**config.mk**
```make
export PLATFORM = sky130hd
export DESIGN_NAME = pwc_timer
export DESIGN_NICKNAME = d
export VERILOG_FILES = /design/src/rtl/pwct_pkg.sv /design/src/rtl/pwct_prescaler.sv /design/src/rtl/pwct_input_path.sv /design/src/rtl/pwct_core.sv /design/src/rtl/pwc_timer.sv
export SDC_FILE = /design/constraint.sdc
export NUM_CORES = 1
export LEC_CHECK = 0
export ABC_AREA = 1
export CAP_MARGIN = 20
export CORE_MARGIN = 2
export CORE_UTILIZATION = 40
export CTS_CLUSTER_DIAMETER = 30
export DETAILED_ROUTE_END_ITERATION = 16
export HOLD_SLACK_MARGIN = 0.08
export PLACE_DENSITY_LB_ADDON = 0.15
export SLEW_MARGIN = 20
export SYNTH_ARGS = -nofsm -noshare
export SYNTH_HDL_FRONTEND = slang
export SYNTH_SLANG_ARGS = --single-unit
```
**constraint.sdc**
```tcl
create_clock -name clk -period 1.9 [get_ports clk]
set_clock_uncertainty 0.15 [all_clocks]
set_input_delay 0.38 -clock clk [delete_from_list [all_inputs] [get_ports clk]]
set_output_delay 0.38 -clock clk [all_outputs]
set_load 0.005 [all_outputs]
```
**src/rtl/pwct_pkg.sv**
```systemverilog
package pwct_pkg;

  localparam int unsigned DIV_SEL_W = 2;
  localparam int unsigned DIV_OPTS  = 1 << DIV_SEL_W;

  typedef enum logic [1:0] {
    ST_IDLE  = 2'd0,
    ST_ARMED = 2'd1,
    ST_MEAS  = 2'd2
  } pwct_state_e;

  typedef enum logic [1:0] {
    MD_HIGH = 2'd0,
    MD_LOW  = 2'd1,
    MD_RISE = 2'd2,
    MD_FALL = 2'd3
  } pwct_mode_e;

  typedef struct packed {
    logic                 done_ie;
    logic                 ovf_ie;
    logic                 spare;
    logic [DIV_SEL_W-1:0] div_sel;
    logic                 div_en;
    pwct_mode_e           mode;
    logic [1:0]           clk_sel;
  } pwct_ctrl_t;

  localparam int unsigned CTRL_W    = $bits(pwct_ctrl_t);
  localparam logic [CTRL_W-1:0] CTRL_MASK = 10'h37F;

  localparam int unsigned ADDR_CTRL = 0;
  localparam int unsigned ADDR_STAT = 1;
  localparam int unsigned ADDR_RES  = 2;

  localparam int unsigned CMD_START = 0;
  localparam int unsigned CMD_STOP  = 1;
  localparam int unsigned CMD_OVF   = 2;

endpackage

```
**src/rtl/pwct_prescaler.sv**
```systemverilog
module pwct_prescaler #(
  parameter int unsigned PS_W = 5
) (
  input  logic       clk,
  input  logic       rst,
  input  logic [1:0] sel_i,
  output logic       tick_o
);

  logic [PS_W-1:0] cnt_q;
  logic [PS_W-1:0] mask;

  always_ff @(posedge clk) begin
    if (rst) cnt_q <= '0;
    else     cnt_q <= cnt_q + 1'b1;
  end

  always_comb begin
    case (sel_i)
      2'b00:   mask = PS_W'(3);
      2'b01:   mask = PS_W'(15);
      default: mask = '1;
    endcase
  end

  assign tick_o = (cnt_q & mask) == mask;

  AST_TICK_SPACED: assert property (@(posedge clk) disable iff (rst)
    tick_o |=> !tick_o);

endmodule

```
**src/rtl/pwct_input_path.sv**
```systemverilog
module pwct_input_path #(
  parameter int unsigned SYNC_N   = 2,
  parameter int unsigned DIV_OPTS = 4
) (
  input  logic                        clk,
  input  logic                        rst,
  input  logic                        pin_i,
  input  logic                        div_en_i,
  input  logic [$clog2(DIV_OPTS)-1:0] div_sel_i,
  output logic                        rise_o,
  output logic                        fall_o
);

  localparam int unsigned EC_W = 2 * DIV_OPTS;

  logic [SYNC_N-1:0]   sync_q;
  logic                s_cur;
  logic                s_prev_q;
  logic [EC_W-1:0]     ec_q;
  logic [DIV_OPTS-1:0] taps;
  logic                meas;
  logic                meas_q;

  always_ff @(posedge clk) begin
    if (rst) sync_q <= '0;
    else     sync_q <= {sync_q[SYNC_N-2:0], pin_i};
  end

  assign s_cur = sync_q[SYNC_N-1];

  always_ff @(posedge clk) begin
    if (rst) begin
      s_prev_q <= 1'b0;
      ec_q     <= '0;
      meas_q   <= 1'b0;
    end else begin
      s_prev_q <= s_cur;
      if (s_cur && !s_prev_q) ec_q <= ec_q + 1'b1;
      meas_q   <= meas;
    end
  end

  generate
    for (genvar g = 0; g < DIV_OPTS; g++) begin : g_tap
      assign taps[g] = ec_q[2*g+1];
    end
  endgenerate

  assign meas   = div_en_i ? taps[div_sel_i] : s_cur;
  assign rise_o = meas && !meas_q;
  assign fall_o = !meas && meas_q;

  AST_EDGE_COUNT_STEP: assert property (@(posedge clk) disable iff (rst)
    !$stable(ec_q) |-> ec_q == $past(ec_q) + 1'b1);

endmodule

```
**src/rtl/pwct_core.sv**
```systemverilog
module pwct_core
  import pwct_pkg::*;
#(
  parameter int unsigned CNT_W = 16
) (
  input  logic             clk,
  input  logic             rst,
  input  logic             tick_i,
  input  logic             rise_i,
  input  logic             fall_i,
  input  pwct_mode_e       mode_i,
  input  logic             arm_i,
  input  logic             abort_i,
  input  logic             rd_result_i,
  input  logic             ovf_clr_i,
  output logic             busy_o,
  output logic             done_o,
  output logic             ovf_o,
  output logic [CNT_W-1:0] result_o
);

  pwct_state_e      state_q;
  logic [CNT_W-1:0] cnt_q;
  logic             start_edge;
  logic             end_edge;
  logic             done_set;
  logic             ovf_set;

  always_comb begin
    case (mode_i)
      MD_HIGH: begin start_edge = rise_i; end_edge = fall_i; end
      MD_LOW:  begin start_edge = fall_i; end_edge = rise_i; end
      MD_RISE: begin start_edge = rise_i; end_edge = rise_i; end
      default: begin start_edge = fall_i; end_edge = fall_i; end
    endcase
  end

  assign done_set = (state_q == ST_MEAS) && end_edge && !abort_i && !arm_i;
  assign ovf_set  = (state_q == ST_MEAS) && !end_edge && tick_i && (&cnt_q)
                    && !abort_i && !arm_i;

  always_ff @(posedge clk) begin
    if (rst) begin
      state_q  <= ST_IDLE;
      cnt_q    <= '0;
      result_o <= '0;
    end else if (abort_i) begin
      state_q <= ST_IDLE;
    end else if (arm_i) begin
      state_q <= ST_ARMED;
    end else begin
      case (state_q)
        ST_ARMED: if (start_edge) begin
          state_q <= ST_MEAS;
          cnt_q   <= '0;
        end
        ST_MEAS: begin
          if (end_edge) begin
            state_q  <= ST_IDLE;
            result_o <= cnt_q;
          end else if (tick_i) begin
            cnt_q <= cnt_q + 1'b1;
          end
        end
        default: state_q <= ST_IDLE;
      endcase
    end
  end

  always_ff @(posedge clk) begin
    if (rst) begin
      done_o <= 1'b0;
      ovf_o  <= 1'b0;
    end else begin
      done_o <= done_set | (done_o & ~rd_result_i);
      ovf_o  <= ovf_set | (ovf_o & ~ovf_clr_i);
    end
  end

  assign busy_o = (state_q != ST_IDLE);

  AST_ABORT_IDLE: assert property (@(posedge clk) disable iff (rst)
    abort_i |=> !busy_o);
  AST_ABORT_KEEPS_RESULT: assert property (@(posedge clk) disable iff (rst)
    abort_i |=> $stable(result_o));
  AST_START_CLEARS_COUNT: assert property (@(posedge clk) disable iff (rst)
    (state_q == ST_ARMED && start_edge && !abort_i && !arm_i) |=> (cnt_q == '0 && state_q == ST_MEAS));
  AST_DONE_HOLDS: assert property (@(posedge clk) disable iff (rst)
    (done_o && !rd_result_i) |=> done_o);
  AST_READ_CLEARS_DONE: assert property (@(posedge clk) disable iff (rst)
    (rd_result_i && !done_set) |=> !done_o);
  AST_RESULT_ONLY_AT_END: assert property (@(posedge clk) disable iff (rst)
    !done_set |=> $stable(result_o));
  AST_OVF_STICKY: assert property (@(posedge clk) disable iff (rst)
    (ovf_o && !ovf_clr_i) |=> ovf_o);
  AST_OVF_ON_WRAP: assert property (@(posedge clk) disable iff (rst)
    (state_q == ST_MEAS && tick_i && (&cnt_q) && !end_edge && !abort_i && !arm_i) |=> (ovf_o && cnt_q == '0));

endmodule

```
**src/rtl/pwc_timer.sv**
```systemverilog
module pwc_timer
  import pwct_pkg::*;
#(
  parameter int unsigned CNT_W    = 16,
  parameter int unsigned DATA_W   = 16,
  parameter int unsigned ADDR_W   = 2,
  parameter int unsigned PS_W     = 5,
  parameter int unsigned SYNC_N   = 2,
  parameter int unsigned DIV_WAYS = DIV_OPTS
) (
  input  logic              clk,
  input  logic              rst,
  input  logic [ADDR_W-1:0] reg_addr,
  input  logic              reg_wr,
  input  logic              reg_rd,
  input  logic [DATA_W-1:0] reg_wdata,
  output logic [DATA_W-1:0] reg_rdata,
  input  logic              pin_i,
  output logic              irq_ovf_o,
  output logic              irq_done_o
);

  pwct_ctrl_t       ctrl_q;
  logic             tick;
  logic             rise;
  logic             fall;
  logic             sel_ctrl;
  logic             sel_stat;
  logic             sel_res;
  logic             arm;
  logic             abort;
  logic             ovf_clr;
  logic             rd_result;
  logic             busy;
  logic             done;
  logic             ovf;
  logic [CNT_W-1:0] result;

  assign sel_ctrl  = (reg_addr == ADDR_W'(ADDR_CTRL));
  assign sel_stat  = (reg_addr == ADDR_W'(ADDR_STAT));
  assign sel_res   = (reg_addr == ADDR_W'(ADDR_RES));
  assign arm       = reg_wr && sel_stat && reg_wdata[CMD_START];
  assign abort     = reg_wr && sel_stat && reg_wdata[CMD_STOP];
  assign ovf_clr   = reg_wr && sel_stat && !reg_wdata[CMD_OVF];
  assign rd_result = reg_rd && sel_res;

  always_ff @(posedge clk) begin
    if (rst) ctrl_q <= '0;
    else if (reg_wr && sel_ctrl) ctrl_q <= pwct_ctrl_t'(reg_wdata[CTRL_W-1:0] & CTRL_MASK);
  end

  pwct_prescaler #(.PS_W(PS_W)) u_prescaler (
    .clk    (clk),
    .rst    (rst),
    .sel_i  (ctrl_q.clk_sel),
    .tick_o (tick)
  );

  pwct_input_path #(.SYNC_N(SYNC_N), .DIV_OPTS(DIV_WAYS)) u_input_path (
    .clk       (clk),
    .rst       (rst),
    .pin_i     (pin_i),
    .div_en_i  (ctrl_q.div_en),
    .div_sel_i (ctrl_q.div_sel),
    .rise_o    (rise),
    .fall_o    (fall)
  );

  pwct_core #(.CNT_W(CNT_W)) u_core (
    .clk         (clk),
    .rst         (rst),
    .tick_i      (tick),
    .rise_i      (rise),
    .fall_i      (fall),
    .mode_i      (ctrl_q.mode),
    .arm_i       (arm),
    .abort_i     (abort),
    .rd_result_i (rd_result),
    .ovf_clr_i   (ovf_clr),
    .busy_o      (busy),
    .done_o      (done),
    .ovf_o       (ovf),
    .result_o    (result)
  );

  always_ff @(posedge clk) begin
    if (rst) begin
      reg_rdata  <= '0;
      irq_ovf_o  <= 1'b0;
      irq_done_o <= 1'b0;
    end else begin
      irq_ovf_o  <= ovf & ctrl_q.ovf_ie;
      irq_done_o <= done & ctrl_q.done_ie;
      if (reg_rd) begin
        if (sel_ctrl)      reg_rdata <= DATA_W'(ctrl_q);
        else if (sel_stat) reg_rdata <= DATA_W'({ovf, done, busy});
        else if (sel_res)  reg_rdata <= DATA_W'(result);
        else               reg_rdata <= '0;
      end
    end
  end

  AST_IRQ_DONE_GATED: assert property (@(posedge clk) disable iff (rst)
    !done |=> !irq_done_o);
  AST_IRQ_OVF_GATED: assert property (@(posedge clk) disable iff (rst)
    !ctrl_q.ovf_ie |=> !irq_ovf_o);
  AST_RDATA_HOLDS: assert property (@(posedge clk) disable iff (rst)
    !reg_rd |=> $stable(reg_rdata));

endmodule

```
### Word-level counts from Yosys, hierarchy flattened

Cells that the tools add are included.

| storage, ports and cells | value |
|---|---|
| input bits | 23 |
| register bits after elaboration | 80 |
| logic and storage cells | 104 |
| output and inout bits | 18 |

| cells by class | value |
|---|---|
| multiplexer cells | 17 |
| add/subtract/negate cells | 3 |
| $lt $le $gt $ge | 1 |
| equal/unequal tests | 14 |
| reduce and logical (&&, ||, !) cells | 38 |
| bitwise logic cells | 11 |

Operators by type and width:

| operator | number |
|---|---|
| 2-to-1 mux 16 bit | 6 |
| one-hot mux 16 bit (2 select lines) | 1 |
| logical AND 1 bit | 17 |
| adder 16 x 1 -> 16 bit (second input constant) | 1 |
| AND reduction 16 bit | 1 |
| one-hot mux 5 bit (2 select lines) | 1 |
| adder 8 x 1 -> 8 bit (second input constant) | 1 |
| == test 2 x 1 -> 1 bit (second input constant) | 4 |
| zero test 1 bit | 7 |
| == test 2 bit (second input constant) | 3 |
| zero test 2 bit | 3 |
| != test 2 x 1 -> 1 bit (second input constant) | 3 |
| != test 3 x 1 -> 1 bit (second input constant) | 2 |
| AND reduction 6 bit | 1 |
| OR reduction 2 bit | 3 |
| adder 5 x 1 -> 5 bit (second input constant) | 1 |
| bitwise AND 5 bit | 1 |
| == test 5 bit | 1 |
| 2-to-1 mux 1 bit | 5 |
| bitwise AND 1 bit | 4 |
| 2-to-1 mux 2 bit | 2 |
| NOT 1 bit | 4 |
| one-hot mux 2 bit (2 select lines) | 1 |
| AND reduction 2 bit | 2 |
| 7 further kinds | 9 |

### Depth between registers and ports, before layout

| logic depth | value |
|---|---|
| word-level depth | 13 |
| gate-level depth with buffers | 13 |
| depth with buffers taken out | 12 |

### Cells and area by module

Synthesis repeated with hierarchy kept, for this count alone.

| unflattened totals | value |
|---|---|
| cells, all modules | 572 |
| area, all modules | 3848.7 um^2 |

By module, submodules not included:

| module | seq. area each (um^2) | area each (um^2) | instances | cells each |
|---|---|---|---|---|
| pwct_core | 720.7 | 1874.3 | 1 | 286 |
| pwc_timer | 540.5 | 1196.1 | 1 | 180 |
| pwct_input_path | 240.2 | 560.5 | 1 | 79 |
| pwct_prescaler | 100.1 | 217.7 | 1 | 27 |

### Worst setup path after synthesis

No wires, ideal clock.

| timing path | value |
|---|---|
| path type | register to register |
| start | register u_core.cnt_q[0] |
| end | register u_core.cnt_q[14] |
| stages on the path, launching flop included | 11 |
| arrival | 1463 ps |
| data required time | 1640 ps |
| path slack | 178 ps |
| clock period less this slack | 1722 ps |
| buffers on the path | 0 |
| setup time | 110 ps |
| path through | dfxtp_1 ha_1 nand3_1 nor3_2 nand4_1 nor2_1 nand2_1 nand3_1 nand3_1 nand2_1 nor2_1 |

| between the ends | value |
|---|---|
| cells in the longest elaborated chain, start to end | 4 |

RTL lines:

| what | line | text |
|---|---|---|
| start: declaration | pwct_core.sv:23 | `logic [CNT_W-1:0] cnt_q;` |
| start signal: assignment | pwct_core.sv:62 | `cnt_q <= cnt_q + 1'b1;` |
| adder 16 x 1 -> 16 bit | pwct_core.sv:62 |  |
| 2-to-1 mux 16 bit | pwct_core.sv:61 | `end else if (tick_i) begin` |
| 2-to-1 mux 16 bit | pwct_core.sv:58 | `if (end_edge) begin` |
| one-hot mux 16 bit (2 select lines) | pwct_core.sv:52 | `case (state_q)` |

Every way passes these cells. The select of a mux whose other input is x is not followed.
A chain may end at the register's enable or synchronous reset.

### Final worst setup path

| timing path | value |
|---|---|
| start | register ctrl_q[5] in the netlist's numbering |
| end | register u_core.result_o[0] |

| between the ends | value |
|---|---|
| cells in the longest elaborated chain, start to end | 7 |
| elaborated cells between the ends (all ways) | 8 |
| those cells by class | mux (4); reduce/logical (4) |

RTL lines:

| what | line | text |
|---|---|---|
| start: declaration | pwc_timer.sv:23 | `pwct_ctrl_t ctrl_q;` |
| start signal: assignment | pwc_timer.sv:49 | `else if (reg_wr && sel_ctrl) ctrl_q <= pwct_ctrl_t'(reg_wdata[CTRL_W-1:0] & CTRL_MASK);` |
| binary-select mux 1 bit (select 2 bit) * | pwct_input_path.sv:49 | `assign meas = div_en_i ? taps[div_sel_i] : s_cur;` |
| 2-to-1 mux 1 bit (not written as such) * | pwct_input_path.sv:49 |  |
| 2-to-1 mux 1 bit * | pwct_input_path.sv:49 |  |
| zero test 1 bit | pwct_input_path.sv:51 | `assign fall_o = !meas && meas_q;` |
| logical AND 1 bit | pwct_input_path.sv:51 |  |
| 2-to-1 mux 1 bit * | pwct_core.sv:30 | `case (mode_i)` |
| AND reduction 4 bit (no line) * | n/a |  |
| end signal: assignment | pwct_core.sv:60 | `result_o <= cnt_q;` |
| end: declaration | pwct_core.sv:19 | `output logic [CNT_W-1:0] result_o` |

Mark *: on every way between the ends. The rest lies on a longest branch, timed or not. The select of a mux whose other input is x is not followed.

==> impl_metrics.py <==
metrics = {
    "sta": {
        "drv_slew": 0,
        "setup_viol": 0,
        "fmax_ghz": 0.5530,
        "final.period_utilization": 0.9518,
        "worst_slack_ns": 0.09167,
        "setup_tns_ns": 0,
        "worst_pin_slew_ns": 0.3227,
        "fin_crit_ns": 1.808,
        "worst_slew_margin_rel": 0.7848,
        "hold_viol": 0,
        "rsz0062_at_grt": "true",
    },
    "setup_path": {
        "regToRegSetupSlack_ns": 0.09,
        "crit_type": "flop to flop",
        "crit_path_end_kind": "flop",
        "start_kind": "flop",
        "cp_max_fo": 4,
        "worstRegToRegCells": 13,
        "r2r_end": "u_core.result_o[0]$_SDFFE_PP0P_",
        "crit-reg2reg-launch": "ctrl_q[5]$_SDFFE_PP0P_",
        "required_ns": 1.99,
        "startpoint": "ctrl_q[5]$_SDFFE_PP0P_",
        "crit_arrival_ns": 1.90,
        "crit_path_end": "u_core.result_o[0]$_SDFFE_PP0P_",
    },
    "floorplan": {
        "die_h_microns": 99.21,
        "start_util": 0.4138,
        "die_x_microns": 99.21,
        "io_pins": 41,
        "die_area_sq_mm": 0.009843,
        "coreArea_sq_mm": 0.008763,
        "row_count": 34,
    },
    "finish": {
        "finalNonFillerCells": 711,
        "regArea_sq_mm": 0.001610,
        "syn2layout_area_growth_pct": 31.95,
        "layout_commonest_cell": "nand2_1",
        "fillers": 873,
        "nets": 626,
        "multi_input_area_sq_mm": 0.001780,
        "layout-drive-gt1-share": 0.1841,
        "n_antenna_cell": 0,
        "final_cell_mix": "97 x nand2_1, 89 x nor2_1, 75 x dfxtp_1, 58 x inv_1, 52 x buf_4",
    },
    "clock_network": {
        "cts_tree": "done",
        "clockRootBuffer": "clkbuf_8",
        "cts.reportedPaths.clkPinSlew_ns": 0.09,
        "htreeDepth": 3,
        "cts.sinks": 80,
        "cts_buffers": 9,
        "clockBufferDepth": 2,
        "clock_latency_ns": 0.35,
    },
    "drt": {
        "routed_wl_microns": 8749,
        "dr.pass1.iters": 4,
        "antenna_left": 0,
        "num_vias": 3448,
        "drc": 0,
        "vias_per_cell": 4.850,
        "drt_iter0_markers": 103,
        "routedWlPerCell_microns": 12.31,
    },
    "placed_design": {
        "place.gp.congestion": 0.8048,
        "io_buffers": 33,
        "dpl.cell_count": 692,
        "post-place-ws_ns": -0.2856,
        "hpwl_microns": 6443,
    },
    "power": {
        "switchingPower_mw": 0.8735,
        "swShare": 0.2497,
        "leakage_nw": 1.981,
        "p_clk_frac": 0.406,
        "power.density_mw_per_mm2": 731.1,
        "power_frac_comb": 0.093,
        "max-vdd-ir-drop_mv": 0.2906,
        "p_int_mw": 2.624,
        "p_seq_frac": 0.501,
    },
    "global_routing": {
        "grt_pass1_wl_microns": 15060,
        "grt_overflow": 0,
        "grt_pass1_vias": 3333,
        "grt_max_degree": 35,
        "track_usage": 0.1876,
        "antenna_found_initial": 0,
    },
    "logic_synthesis": {
        "synth_area_sq_mm": 0.003626,
        "yosysUniqueCellTypes": 37,
        "ys_seq_area_frac": 0.4417,
        "synth_seq_cells": 80,
        "syn_nets": 542,
        "synth_cells": 514,
        "syn_area_per_cell_sq_um": 7.054,
        "yosysWarnings": 0,
    },
    "worst_hold_path": {
        "hold_depth": 2,
        "hp-class": "flop to flop",
        "worstHoldStart": "u_input_path.sync_q[0]$_SDFF_PP0_",
    },
    "run": {
        "cap_violations": 0,
    },
    "run_status": {
        "status": "completed",
    },
}
-- timing repair --
action,CTS,global route
buffers inserted,0,3
hold buffers,0,0
setup endpoints to repair,0,34
resized for setup,0,37
-- power groups by stage --
stage	Combinational (mW)	Clock (mW)	Sequential (mW)
final	0.326	1.42	1.75
after global routing	0.366	1.52	1.76
after CTS	0.323	1.46	1.75
after detailed placement	0.320	0	1.79
after global placement	0.314	0	1.79
after floorplan	0.172	0	1.78
-- cells in the mapped netlist, drive strengths merged --
cell type,instances,share of area
a211oi,1,0.0021
a21oi,30,0.046
a221oi,2,0.0048
a22oi,1,0.0021
a31oi,6,0.010
a41oi,2,0.0048
buf,9,0.017
clkbuf,7,0.0083
clkinv,2,0.0021
dfxtp,80,0.44
ha,5,0.017
inv,61,0.063
nand2,100,0.10
nand3,25,0.041
nand3b,1,0.0021
nand4,5,0.0086
nor2,106,0.12
nor3,13,0.019
nor3b,3,0.0062
nor4,1,0.0017
o21a,1,0.0021
o21ai,47,0.065
o31ai,1,0.0021
xnor2,2,0.0048
xor2,3,0.0072
-- logic make-up (layout without fill, tap and decap cells) --
kind of cell,count (synthesis),in the layout,share of synthesized area
adder cells (fa/ha/maj),5,5,0.01725
AND/OR/NAND/NOR,254,254,0.2999
flip-flops,80,80,0.4417
XOR/XNOR,5,5,0.01208
buffers and inverters,79,168,0.09041
AO/OA/AOI/OAI,91,91,0.1387
-- critical path, stage by stage (launching register included) --
cell and delay, ns:
dfxtp_4 0.37, inv_4 0.05, nand2_1 0.04, nand3b_1 0.12, nand2_1 0.08, nand2_2 0.09
nand3_2 0.07, nand2_2 0.09, nand3_4 0.12, nor2_4 0.17, inv_2 0.07, buf_4 0.15
nor2_2 0.08, nor2_1 0.05
-- stage by stage --
stage          area, sq um  total power [mW]    util  hold slack [ns]
3_3_place_gp          4436             2.102  0.5061           0.2409
5_1_grt               4785             3.645  0.5460           0.3090
4_1_cts               4663             3.536  0.5321           0.2672
3_5_place_dp          4436             2.109  0.5061           0.2527
2_1_floorplan         3626             1.955       -           0.2383
6_report              4785             3.498  0.5460           0.2644
-- layout make-up --
type,instances,share of cell area
multi-input cells,355,0.3721
clock inverters,7,0.02171
well taps,108,0.02824
inverters,63,0.04995
clock buffers,9,0.02589
flip-flops and latches,80,0.3366
repair buffers,89,0.1655
-- sequential cells by signal, indices dropped and copies added (netlist names) --
signal and count:
reg_rdata 16, u_core.cnt_q 16, u_core.result_o 16, ctrl_q 9, u_input_path.ec_q 8, u_prescaler.cnt_q 5
u_core.state_q 2, u_input_path.sync_q 2, irq_done_o 1, irq_ovf_o 1, u_core.done_o 1, u_core.ovf_o 1
u_input_path.meas_q 1, u_input_path.s_prev_q 1
-- per-layer routing --
| layer | vias up | routed length (microns) | global-route usage | part of all wire |
|---|---|---|---|---|
| li1 | 1823 | - | - | - |
| met1 | 1559 | 4281 | 0.2440 | 0.49 |
| met2 | 52 | 4051 | 0.3113 | 0.46 |
| met3 | 14 | 248 | 0.02881 | 0.028 |
| met4 | 0 | 168 | 0.07798 | 0.019 |
| met5 | - | 0 | 0 | 0 |
-- worst min-delay path by stage --
stage,to,slack (ns)
after floorplan,u_input_path.sync_q[1]$_SDFF_PP0_,0.24
after CTS,u_input_path.sync_q[1]$_SDFF_PP0_,0.27
after detailed placement,u_input_path.sync_q[1]$_SDFF_PP0_,0.25
final,u_input_path.sync_q[1]$_SDFF_PP0_,0.26
after global routing,u_input_path.sync_q[1]$_SDFF_PP0_,0.31
after global placement,u_input_path.sync_q[1]$_SDFF_PP0_,0.24
No activity file was read; power rests on OpenSTA's default activity.
